--- config.mk ---
export PLATFORM = sky130hd
export DESIGN_NAME = serial_cfg_regs
export DESIGN_NICKNAME = d
export VERILOG_FILES = /design/src/rtl/serial_cfg_pkg.sv /design/src/rtl/serial_cfg_sync.sv /design/src/rtl/serial_cfg_ctrl.sv /design/src/rtl/serial_cfg_dp.sv /design/src/rtl/serial_cfg_regs.sv
export SDC_FILE = /design/constraint.sdc
export NUM_CORES = 1
export LEC_CHECK = 0
export ABC_AREA = 1
export BUFFER_PORTS_ARGS = -buffer_cell sky130_fd_sc_hd__buf_2
export CAP_MARGIN = 40
export CORE_UTILIZATION = 35
export DETAILED_ROUTE_END_ITERATION = 6
export HOLD_SLACK_MARGIN = 0.02
export PLACE_DENSITY = 0.67
export SLEW_MARGIN = 20
export SYNTH_ARGS = -nofsm -noshare
export SYNTH_HDL_FRONTEND = slang
export SYNTH_SLANG_ARGS = --single-unit
--- constraint.sdc ---
create_clock -name clk -period 2.75 [get_ports clk]
set_input_delay 0.1375 -clock clk [delete_from_list [all_inputs] [get_ports clk]]
set_output_delay 0.1375 -clock clk [all_outputs]
set_load 0.05 [all_outputs]
--- src/rtl/serial_cfg_pkg.sv ---
package serial_cfg_pkg;
  parameter int WORD_W      = 32;
  parameter int ADDR_W      = 4;
  parameter int GLOBAL_ADDR = 14;
  parameter int SYNC_STAGES = 2;

  // strobes from the control to the data path, one cycle wide each
  typedef struct packed {
    logic shiftEn;
    logic commit;
  } cfgStrobes_t;
endpackage

--- src/rtl/serial_cfg_sync.sv ---
module serial_cfg_sync #(
  parameter int WIDTH  = 3,
  parameter int STAGES = 2
) (
  input  logic             clk,
  input  logic             rstN,
  input  logic [WIDTH-1:0] asyncIn,
  output logic [WIDTH-1:0] syncOut
);
  logic [STAGES-1:0][WIDTH-1:0] chain;

  always_ff @(posedge clk or negedge rstN) begin
    if (!rstN) chain <= '0;
    else       chain <= {chain[STAGES-2:0], asyncIn};
  end

  assign syncOut = chain[STAGES-1];
endmodule

--- src/rtl/serial_cfg_ctrl.sv ---
module serial_cfg_ctrl
  import serial_cfg_pkg::*;
(
  input  logic        clk,
  input  logic        rstN,
  input  logic        serClk,
  input  logic        serData,
  input  logic        serLatch,
  output cfgStrobes_t strobes,
  output logic        dataBit
);
  logic [2:0] pinSync;
  logic       clkPrev;
  logic       latchPrev;

  serial_cfg_sync #(.WIDTH(3), .STAGES(SYNC_STAGES)) sync_i (
    .clk     (clk),
    .rstN    (rstN),
    .asyncIn ({serLatch, serData, serClk}),
    .syncOut (pinSync)
  );

  always_ff @(posedge clk or negedge rstN) begin
    if (!rstN) begin
      clkPrev   <= 1'b0;
      latchPrev <= 1'b0;
    end else begin
      clkPrev   <= pinSync[0];
      latchPrev <= pinSync[2];
    end
  end

  always_comb begin
    strobes.shiftEn = pinSync[0] & ~clkPrev;
    strobes.commit  = pinSync[2] & ~latchPrev;
  end

  assign dataBit = pinSync[1];
endmodule

--- src/rtl/serial_cfg_dp.sv ---
module serial_cfg_dp
  import serial_cfg_pkg::*;
#(
  parameter int NUM_CH = 8,
  parameter int MUX_W  = 2,
  parameter int DIV_W  = 8,
  parameter int DLY_W  = 4
) (
  input  logic                    clk,
  input  logic                    rstN,
  input  cfgStrobes_t             strobes,
  input  logic                    dataBit,
  output logic [WORD_W-1:0]       shiftWord,
  output logic [NUM_CH-1:0]       chEnable,
  output logic [NUM_CH*MUX_W-1:0] chMux,
  output logic [NUM_CH*DIV_W-1:0] chDivide,
  output logic [NUM_CH*DLY_W-1:0] chDelay,
  output logic                    powerDown
);
  localparam int EN_POS  = ADDR_W;
  localparam int MUX_LSB = EN_POS + 1;
  localparam int DIV_LSB = MUX_LSB + MUX_W;
  localparam int DLY_LSB = DIV_LSB + DIV_W;
  localparam int PD_POS  = ADDR_W;

  logic [ADDR_W-1:0] addr;
  assign addr = shiftWord[ADDR_W-1:0];

  always_ff @(posedge clk or negedge rstN) begin
    if (!rstN)                shiftWord <= '0;
    else if (strobes.shiftEn) shiftWord <= {shiftWord[WORD_W-2:0], dataBit};
  end

  for (genvar g = 0; g < NUM_CH; g++) begin : gChan
    always_ff @(posedge clk or negedge rstN) begin
      if (!rstN) begin
        chEnable[g]               <= 1'b0;
        chMux[g*MUX_W +: MUX_W]   <= '0;
        chDivide[g*DIV_W +: DIV_W] <= '0;
        chDelay[g*DLY_W +: DLY_W] <= '0;
      end else if (strobes.commit && addr == ADDR_W'(g)) begin
        chEnable[g]               <= shiftWord[EN_POS];
        chMux[g*MUX_W +: MUX_W]   <= shiftWord[MUX_LSB +: MUX_W];
        chDivide[g*DIV_W +: DIV_W] <= shiftWord[DIV_LSB +: DIV_W];
        chDelay[g*DLY_W +: DLY_W] <= shiftWord[DLY_LSB +: DLY_W];
      end
    end
  end

  always_ff @(posedge clk or negedge rstN) begin
    if (!rstN)                                           powerDown <= 1'b0;
    else if (strobes.commit && addr == ADDR_W'(GLOBAL_ADDR)) powerDown <= shiftWord[PD_POS];
  end
endmodule

--- src/rtl/serial_cfg_regs.sv ---
module serial_cfg_regs
  import serial_cfg_pkg::*;
#(
  parameter int NUM_CH = 8,
  parameter int MUX_W  = 2,
  parameter int DIV_W  = 8,
  parameter int DLY_W  = 4
) (
  input  logic                    clk,
  input  logic                    rstN,
  input  logic                    serClk,
  input  logic                    serData,
  input  logic                    serLatch,
  output logic [NUM_CH-1:0]       chEnable,
  output logic [NUM_CH*MUX_W-1:0] chMux,
  output logic [NUM_CH*DIV_W-1:0] chDivide,
  output logic [NUM_CH*DLY_W-1:0] chDelay,
  output logic                    powerDown
);
  cfgStrobes_t       strobes;
  logic              dataBit;
  logic [WORD_W-1:0] shiftWord;

  serial_cfg_ctrl ctrl_i (
    .clk      (clk),
    .rstN     (rstN),
    .serClk   (serClk),
    .serData  (serData),
    .serLatch (serLatch),
    .strobes  (strobes),
    .dataBit  (dataBit)
  );

  serial_cfg_dp #(
    .NUM_CH(NUM_CH), .MUX_W(MUX_W), .DIV_W(DIV_W), .DLY_W(DLY_W)
  ) dp_i (
    .clk       (clk),
    .rstN      (rstN),
    .strobes   (strobes),
    .dataBit   (dataBit),
    .shiftWord (shiftWord),
    .chEnable  (chEnable),
    .chMux     (chMux),
    .chDivide  (chDivide),
    .chDelay   (chDelay),
    .powerDown (powerDown)
  );
endmodule

==> results of run 1 <==
[per-stage QoR]
| step | instance area, µm² | hold slack [ns] | worst slack [ns] | total power (µW) | cells |
|---|---|---|---|---|---|
| floorplan | 5800 | -0.158 | 1.46 | 4230 | 645 |
| global placement | 6590 | 0.234 | 0.884 | 4810 | 944 |
| detailed placement | 6590 | 0.232 | 0.843 | 4830 | 944 |
| CTS | 7250 | 0.346 | 0.832 | 7270 | 980 |
| global route | 7250 | 0.351 | 0.659 | 7500 | 980 |
| finish | 7250 | 0.318 | 0.855 | 7210 | 980 |
[how the worst max path moves through the flow]
stage / start / to / cells after the start
after detailed placement: dp_i.shiftWord[1] / dp_i.chDelay[9] / 5
after global routing: dp_i.shiftWord[1] / dp_i.chDelay[9] / 5
after CTS: dp_i.shiftWord[1] / dp_i.chDelay[9] / 5
final: dp_i.shiftWord[1] / dp_i.chDivide[60] / 6
after global placement: dp_i.shiftWord[1] / dp_i.chDelay[9] / 5
after floorplan: dp_i.shiftWord[0] / dp_i.chDelay[16] / 5
[routing by layer]
layer  vias up  global-route usage, %  share of wire [%]
li1       2275                      -                  -
met1      2280                   28.2                 46
met2       148                   31.2                 46
met3        24                   4.40                5.7
met4         0                   8.05                1.9
met5         -                      0                  0
[placed cells by master (no fill, tap or decap), types with 5 or more instances in the layout]
cell / Yosys / layout
nand3_1: 142 / 142
buf_4: 0 / 5
dfrtp_1: 148 / 148
o21ai_0: 5 / 5
clkbuf_16: 0 / 17
inv_1: 5 / 5
nand2_1: 278 / 278
inv_2: 5 / 5
buf_2: 16 / 124
[report_power, final]
| part | total (µW) | leakage [µW] | internal [µW] | switching, µW |
|---|---|---|---|---|
| Combinational | 1900 | 0.00194 | 372 | 1530 |
| Clock | 2430 | 0.000300 | 1500 | 924 |
| Sequential | 2880 | 0.00201 | 2510 | 370 |
[cells in the mapped netlist]
| cell type | number |
|---|---|
| o21ai_0 | 5 |
| a21oi_1 | 2 |
| clkbuf_1 | 32 |
| buf_1 | 1 |
| nand2_1 | 278 |
| nor2_1 | 5 |
| inv_2 | 5 |
| nand3_1 | 142 |
| buf_2 | 16 |
| dfrtp_1 | 148 |
| nor2_2 | 4 |
| inv_1 | 5 |
| nor2_4 | 2 |
[sequential cells by signal, indices dropped and copies added (netlist names)]
| register | cells |
|---|---|
| ctrl_i.sync_i.chain | 3 |
| ctrl_i.clkPrev | 1 |
| dp_i.shiftWord | 19 |
| dp_i.powerDown | 1 |
| dp_i.chMux | 16 |
| ctrl_i.latchPrev | 1 |
| dp_i.chDelay | 32 |
| dp_i.chEnable | 8 |
| ctrl_i.sync_i.syncOut | 3 |
| dp_i.chDivide | 64 |
[kinds of logic (layout without fill, tap and decap cells)]
family	count (synthesis)	in the layout	synth area share (%)
and+or+nand+nor	431	431	31.4
AOI/OAI and AO/OA	7	7	0.604
buffers and inverters	59	178	4.16
DFF	148	148	63.8
[final cells by class]
cell class	instances	area (µm²)	share of cell area, %
clock buffer	21	470	6.49
inverter	10	37.5	0.518
clock inverter	11	150	2.07
multi-input combinational	438	1870	25.8
sequential	148	3700	51.1
timing repair buffer	136	749	10.3
tap	216	270	3.73
[worst reg2reg max path: stages, from the launching register on]
cell     delay, ns
dfrtp_1       0.47
nand2_1       0.10
inv_2         0.06
buf_4         0.32
nand3_1       0.55
nand2_1       0.22
nand2_1       0.07
==> summary.md, run 1 <==
| Metric | Value |
|---|---|
| Area Growth Syn to Fin | `25.0%` |
| Longest Clk Path Bufs | `2` |
| Clock Tree Root | `clkbuf_16` |
| Hold Path Class | `input port to asynchronous set/reset pin` |
| Worst Tran Pin Value | `0.745 ns` |
| Reg2reg end | `dp_i.chDivide[60]` |
| Count of cell types in the netlist | `13` |
| Post-route ant nets | `0` |
| GPL Wtd Cong | `0.758` |
| # diodes | `0` |
| Critical path class | `flip-flop to flip-flop` |
| CTS resizes | `0` |
| Final Util | `45.2%` |
| Die H | `131 µm` |
| Drt wl/cell | `roughly 16 µm` |
| Tcrit/Tclk final | `68.9%` |
| Worst-Skew Late Latency | `roughly 0.43 ns` |
| FILL cells | `1579` |
| Post-CTS Setup Bufs | `0` |
| CTS tree | `yes` |
| Syn_area_per_cell | `8.99 µm²` |
| Vias in the first global route | `4488` |
| Die Area | `17100 µm²` |
| Port Buffer Count | `roughly 130` |
| First-pass GRT wire length | `25.4 mm` |
| TritonRoute pass-1 iters | `4` |
| Pwr Density | `994 nW/µm²` |
| Slew margin rel. | `50.2%` |
| CP delay by family, top | `simple AND/OR/NAND/NOR gates` |
| Critical Path End Type | `flip-flop` |
| Initial DRC count | `379` |
| Initial antenna violation count | `0` |
| GRT overflow | `0` |
| #FFs+latches synth | `148` |
| Cell Area, Synth | `5800 µm²` |
| Routed via count | `4727` |
| Gr usage total | `20.4%` |
| Unrepaired setup endpoints after global routing | `false` |
| Max-Cap Viols | `0` |
| # IOs | `126` |
| Setup Viol. Count Final | `0` |
| Worst Reg-to-Reg Cells | `6` |
| Cell mode on critical path | `nand2_1` |
| Slew Limit Fails | `0` |
| Worst-path maximum fanout | `31` |
| Clock Skews | `0.00810 ns` |
| Core area | `16100 µm²` |
| Fin nets | `approximately 760` |
| Hold_buf cts | `4` |
| Row count | `46` |
| Share of layout cells above drive strength 1 | `between 20% and 30%` |
| Sink Count | `148` |
| WP buf/inv | `2` |
| Slack of the worst reg-to-reg path | `between 0.8 and 0.9 ns` |
| Initial Utilization | `36.1%` |
| CP arrival | `2.21 ns` |
| Cts bufs inserted | `17` |
| Startpoint types | `flip-flop` |
| Reg clk slew, reported paths | `~0.06 ns` |
| Worst path slowest cell | `nand3_1` |
| Peak VDD IR | `0.523 mV` |
| Yosys warning count | `0` |
| DRC | `0` |
| DP Wirelength | `between 10 and 15 mm` |
| Minimum clock period | `1.89 ns` |
| Syn_nets | `650` |
| FMAX | `528 MHz` |
| Leak pwr | `0.00424 µW` |
| Synth area leader | `dfrtp_1` |
| Worst EP required | `between 3 and 4 ns` |
| Critical-path cell list | `nand2_1 -> inv_2 -> buf_4 -> nand3_1 -> nand2_1 -> nand2_1` |
| Max stage delay on crit path | `0.55 ns` |
| Mapped Cells | `645` |
| Worst r2r src | `dp_i.shiftWord[1]` |
| Synth top area share | `63.8%` |
| DRT Wirelength | `16.1 mm` |
| Setup TNS | `0 ns` |
| H-Tree Depth | `4` |
| Final hold violations | `0` |
| Status | `completed` |
| Largest net degree at the start of global routing | `80` |
| Register area share after synthesis | `63.8%` |
| Chip width | `about 130 µm` |
| Via density | `4.82` |
| Dominant cells by area after synthesis | `dfrtp_1, nand2_1, nand3_1` |
(Power assumes the default switching activity.)
==> run 2: changes to the inputs <==
Settings changed: ABC_AREA 1 to 0, PLACE_DENSITY 0.67 to 0.7.
Clock period 2.75 ns to 1.6 ns, I/O delays scaled along.
==> summary.md, run 2 <==
| Metric | Value |
|---|---|
| Status | `completed` |
| Minimum clock period | `~1.6 ns` |
| Clock Skews | `0.00636 ns` |
| Setup Viol. Count Final | `0` |
| Hold Path Class | `input port to asynchronous set/reset pin` |
| Pwr Density | `1840 nW/µm²` |
| Post-synthesis xor/xnor area fraction | `0%` |
| Footprint of the multi-input gates | `1830 µm²` |
| Critical path class | `flip-flop to flip-flop` |
| Register area | `~3700 µm²` |
| Gr usage total | `~16%` |
| Unrepaired setup endpoints after global routing | `true` |
| Largest reg by FF count | `dp_i.chDivide` |
| Slew margin rel. | `72.6%` |
| # diodes | `0` |
| Initial antenna violation count | `0` |
| First-pass GRT wire length | `19.7 mm` |
| Largest family of logic cells by synthesized area | `multiplexers` |
| Critical Path End Type | `flip-flop` |
| Mapped Cells | `330` |
| Worst Reg-to-Reg Cells | `4` |
| Simple logic cell fraction of the synthesized area | `2.22%` |
| Die H | `roughly 130 µm` |
| Row count | `46` |
| Commonest non-fill, non-tap cell in the layout | `dfrtp_1` |
| Synth Area in Compound Gates | `0%` |
| Commonest cells after routing, fill and taps aside | `dfrtp_1, buf_2, mux2_2` |
| GRT overflow | `0` |
| H-Tree Depth | `4` |
| Longest Clk Path Bufs | `2` |
| FMAX | `between 600 and 700 MHz` |
| Vias in the first global route | `between 3000 and 4000` |
| Slew Limit Fails | `0` |
| Fin nets | `484` |
| Top cells by count, synth | `dfrtp_1, mux2_2, mux2_4` |
| Cell Area, Synth | `between 5000 and 6000 µm²` |
| Startpoint types | `flip-flop` |
| Routed via count | `3261` |
| Peak VDD IR | `~1.0 mV` |
| Clock Tree Root | `clkbuf_16` |
| WHS | `around 0.079 ns` |
| Post-synth ARST share | `100%` |
| GPL Wtd Cong | `slightly below 0.7` |
| Tcrit/Tclk final | `98.7%` |
| Reg clk slew, reported paths | `0.06 ns` |
| DRC | `0` |
| Sink Count | `148` |
| Die Area | `16600 µm²` |
| Max-Cap Viols | `0` |
| Worst-Skew Late Latency | `around 0.41 ns` |
| Via density | `~4.6` |
| Chip width | `between 100 and 150 µm` |
| Tot Pwr | `between 10000 and 15000 µW` |
| Top Registers | `dp_i.chDivide (64), dp_i.chDelay (32), dp_i.shiftWord (19)` |
| Drt wl/cell | `~18 µm` |
| Yosys warning count | `0` |
| Initial DRC count | `109` |
| Worst-path maximum fanout | `5` |
| Leak pwr | `0.00405 µW` |
| EDFF count, synth | `0` |
| Slack of the worst reg-to-reg path | `~0.021 ns` |
| Synth Flop Type | `dfrtp_1` |
| Reg2reg end | `dp_i.chDelay[30]` |
| Initial Utilization | `35.7%` |
| Most common cell in the netlist | `dfrtp_1` |
| Count of cell types in the netlist | `15` |
| Adder-Cell Fraction of Synth Area | `0%` |
| Worst Tran Pin Value | `just over 0.4 ns` |
| Mux share of post-synthesis cell area | `29.3%` |
| FILL cells | `between 1000 and 1500` |
| Syn_nets | `~340` |
| Largest net degree at the start of global routing | `60` |
| Area Growth Syn to Fin | `32.4%` |
| Cts bufs inserted | `17` |
| Dominant cells by area after synthesis | `dfrtp_1, mux2_2, mux2_4` |
| DP Wirelength | `8.61 mm` |
| Register area share after synthesis | `approximately two thirds` |
| Port Buffer Count | `around 130` |
| #FFs+latches synth | `148` |
| CP arrival | `1.88 ns` |
| DRT Wirelength | `12.6 mm` |
| CTS tree | `yes` |
| Post-route ant nets | `0` |
| Worst EP required | `1.90 ns` |
| Core area | `15800 µm²` |
| Max reg flops | `between 60 and 70` |
| # IOs | `roughly 130` |
| Syn_area_per_cell | `17.1 µm²` |
| Final hold violations | `0` |
| Synth area leader | `dfrtp_1` |
| Setup TNS | `0 ns` |
| Synth top area share | `65.6%` |
| Share of layout cells above drive strength 1 | `68.6%` |
| TritonRoute pass-1 iters | `4` |
| Worst r2r src | `dp_i.shiftWord[3]` |
[run 2: changes by cell type in the layout (fill, tap and decap cells not counted), moves of 3 or more]
cell / delta
buf_12: +9
buf_6: +6
buf_8: +3
inv_1: -5
inv_2: -5
mux2_2: +115
mux2_4: +25
nand2_1: -278
nand2_4: +4
nand3_1: -142
nor2_2: -4
nor2_4: -4
o21ai_0: -5
[run 2: cell type report]
class	instances	share of cell area, %
timing repair buffer	156	14.4
clock buffer	20	6.24
multi-input combinational	156	24.5
sequential	148	49.6
tap	216	3.62
clock inverter	11	1.71
[run 2: timing repair]
item                                    4_1_cts  5_1_grt
hold buffers                                  4        0
resized for setup                             2       24
endpoints found under the setup margin       19       80
setup buffers                                 0        1
pin swaps                                     0        1
gates cloned                                  0        1
hold endpoints to repair                    151        0
[run 2: how the worst max path moves through the flow]
stage / startpoint / endpoint / slack, ns / depth (start not counted)
finish: dp_i.shiftWord[3] / dp_i.chDelay[30] / 0.02 / 4
global route: ctrl_i.latchPrev / dp_i.chDelay[11] / -0.03 / 5
CTS: dp_i.shiftWord[3] / dp_i.chDivide[56] / 0.001 / 4
detailed placement: dp_i.shiftWord[3] / dp_i.chMux[14] / -0.05 / 4
global placement: ctrl_i.latchPrev / dp_i.chDivide[56] / -0.02 / 4
floorplan: dp_i.shiftWord[2] / dp_i.chDelay[12] / -0.05 / 5
[run 2: power by group]
part	switching, µW	internal, µW
logic	3050	1330
clock network	1550	2420
registers	841	4590
total	5430	8330
[run 2: worst max-delay path: stages (launching register included)]
cell and delay (ns):
dfrtp_2 0.43, and4bb_4 0.35, and3_4 0.24, buf_8 0.14, mux2_4 0.30
[run 2: kinds of logic after synthesis]
group / after synthesis
buffers and inverters: 26
and+or+nand+nor: 16
DFF: 148
muxes: 140
[run 2: per-stage QoR]
step	setup WS, ns	cells	cell area [µm²]	utilization, %
after CTS	0.000969	705	7350	46.5
after floorplan	-0.0524	330	5650	-
after detailed placement	-0.0485	670	6710	42.4
final	0.0206	707	7480	47.2
after global routing	-0.0287	707	7480	47.2
after global placement	-0.0195	670	6710	42.4
[run 2: routing by layer]
layer / up-vias / share of wire (%) / track usage, %
li1: 1453 / - / -
met1: 1694 / 47 / 22.1
met4: 0 / 1.8 / 5.61
met5: - / 0 / 0
met3: 18 / 4.0 / 5.28
met2: 96 / 47 / 24.5
==> run 3: changes to the inputs <==
Settings changed: RECOVER_POWER from default to 25.
==> summary.md, run 3 (synthesis gave the netlist of run 2 again) <==
| Metric | Value |
|---|---|
| Die H | `129 µm` |
| Share of layout cells above drive strength 1 | `68.6%` |
| Setup Viol. Count Final | `0` |
| Startpoint types | `flip-flop` |
| Gr usage total | `16.3%` |
| Worst-Skew Late Latency | `0.41 ns` |
| Critical Path End Type | `flip-flop` |
| Routed via count | `3269` |
| # diodes | `0` |
| Commonest cells after routing, fill and taps aside | `dfrtp_1, buf_2, mux2_2` |
| Via density | `4.62` |
| TritonRoute pass-1 iters | `4` |
| Pwr Density | `1850 nW/µm²` |
| GRT overflow | `0` |
| Largest reg by FF count | `dp_i.chDivide` |
| Largest net degree at the start of global routing | `60` |
| FILL cells | `1375` |
| Status | `completed` |
| Longest Clk Path Bufs | `2` |
| Setup crit end | `dp_i.chMux[15]` |
| Hold Path Class | `input port to asynchronous set/reset pin` |
| Max reg flops | `between 60 and 70` |
| GPL Wtd Cong | `0.696` |
| CP arrival | `1.88 ns` |
| CTS tree | `yes` |
| Die Area | `around 17000 µm²` |
| Chip width | `129 µm` |
| Sink Count | `148` |
| Slew Limit Fails | `0` |
| H-Tree Depth | `4` |
| Setup ws final | `around 0.019 ns` |
| Vias in the first global route | `about 3300` |
| Critical Path Source | `dp_i.shiftWord[3]` |
| Initial Utilization | `35.7%` |
| FMAX | `633 MHz` |
| Slack of the worst reg-to-reg path | `0.02 ns` |
| Worst-path maximum fanout | `6` |
| Reg clk slew, reported paths | `0.06 ns` |
| DP Wirelength | `8.61 mm` |
| # IOs | `between 100 and 150` |
| Post-route ant nets | `0` |
| Port Buffer Count | `125` |
| DRC | `0` |
| Initial DRC count | `122` |
| Drt wl/cell | `17.9 µm` |
| Worst Tran Pin Value | `0.624 ns` |
| Reg2reg end | `dp_i.chMux[15]` |
| Fin nets | `484` |
| Setup TNS | `0 ns` |
| Area Growth Syn to Fin | `31.9%` |
| Cts bufs inserted | `17` |
| Initial antenna violation count | `0` |
| Worst EP required | `1.90 ns` |
| Max-Cap Viols | `0` |
| Leak pwr | `0.00404 µW` |
| Peak VDD IR | `1.05 mV` |
| Minimum clock period | `1.58 ns` |
| DRT Wirelength | `12.6 mm` |
| Critical path class | `flip-flop to flip-flop` |
| Final hold violations | `0` |
| Commonest non-fill, non-tap cell in the layout | `dfrtp_1` |
| Top Registers | `dp_i.chDivide (64), dp_i.chDelay (32), dp_i.shiftWord (19)` |
| Core area | `about 16000 µm²` |
| Worst r2r src | `dp_i.shiftWord[3]` |
| Clock Tree Root | `clkbuf_16` |
| Clock Skews | `0.00629 ns` |
| Row count | `46` |
| Slew margin rel. | `58.4%` |
| Unrepaired setup endpoints after global routing | `true` |
| First-pass GRT wire length | `19.7 mm` |
| Tcrit/Tclk final | `between 90% and 100%` |
| Worst Reg-to-Reg Cells | `4` |
| DP Worst Slack | `-0.0485 ns` |
run 3: worst min-delay path by stage:
stage | start | cells after the start | to | slack, ns
after floorplan | rstN | 0 | ctrl_i.clkPrev | -0.22
after global placement | rstN | 1 | ctrl_i.sync_i.chain[0] | -0.04
after detailed placement | rstN | 1 | ctrl_i.sync_i.chain[0] | -0.04
after CTS | rstN | 2 | ctrl_i.sync_i.chain[0] | 0.07
after global routing | rstN | 2 | ctrl_i.sync_i.chain[0] | 0.25
final | rstN | 2 | ctrl_i.sync_i.chain[0] | 0.20
run 3: worst max-delay path: stages, from the launching register on:
cell and delay, ns:
dfrtp_2 0.43, and4bb_4 0.35, and3_4 0.24, buf_8 0.14, mux2_4 0.30
run 3: cell type report:
cell class	count	area, µm²	share of cell area (%)
flip-flops and latches	148	3710	49.8
multi-input cells	156	1830	24.6
repair buffers	156	1050	14.1
clock buffers	20	467	6.27
well taps	216	270	3.63
clock inverters	11	128	1.71
run 3: power by group:
group,internal [µW],switching [µW]
clock network,2420,1550
logic,1320,3050
registers,4580,843
run 3: per-layer routing:
| metal | GRT usage, % | routed length [µm] | vias to the layer above |
|---|---|---|---|
| li1 | - | - | 1454 |
| met1 | 22.1 | 5890 | 1692 |
| met2 | 24.5 | 5990 | 105 |
| met3 | 5.28 | 528 | 18 |
| met4 | 5.61 | 224 | 0 |
| met5 | 0 | 0 | - |
run 3: what timing repair did:
action / in CTS / in global routing
buffers inserted: 0 / 1
hold endpoints to repair: 151 / 0
endpoints found under the setup margin: 19 / 80
hold buffers: 4 / 0
gates cloned: 0 / 1
resized for setup: 2 / 24
pin swaps: 0 / 1
run 3: metrics by stage:
step	utilization [%]	cell area [µm²]	std cells	hold slack [ns]	total power, µW
2_1_floorplan	-	5650	330	-0.216	8590
3_3_place_gp	42.4	6710	670	-0.0446	9730
3_5_place_dp	42.4	6710	670	-0.0408	9820
4_1_cts	46.5	7350	705	0.0652	13900
5_1_grt	47.1	7450	707	0.249	14400
6_report	47.1	7450	707	0.202	13800
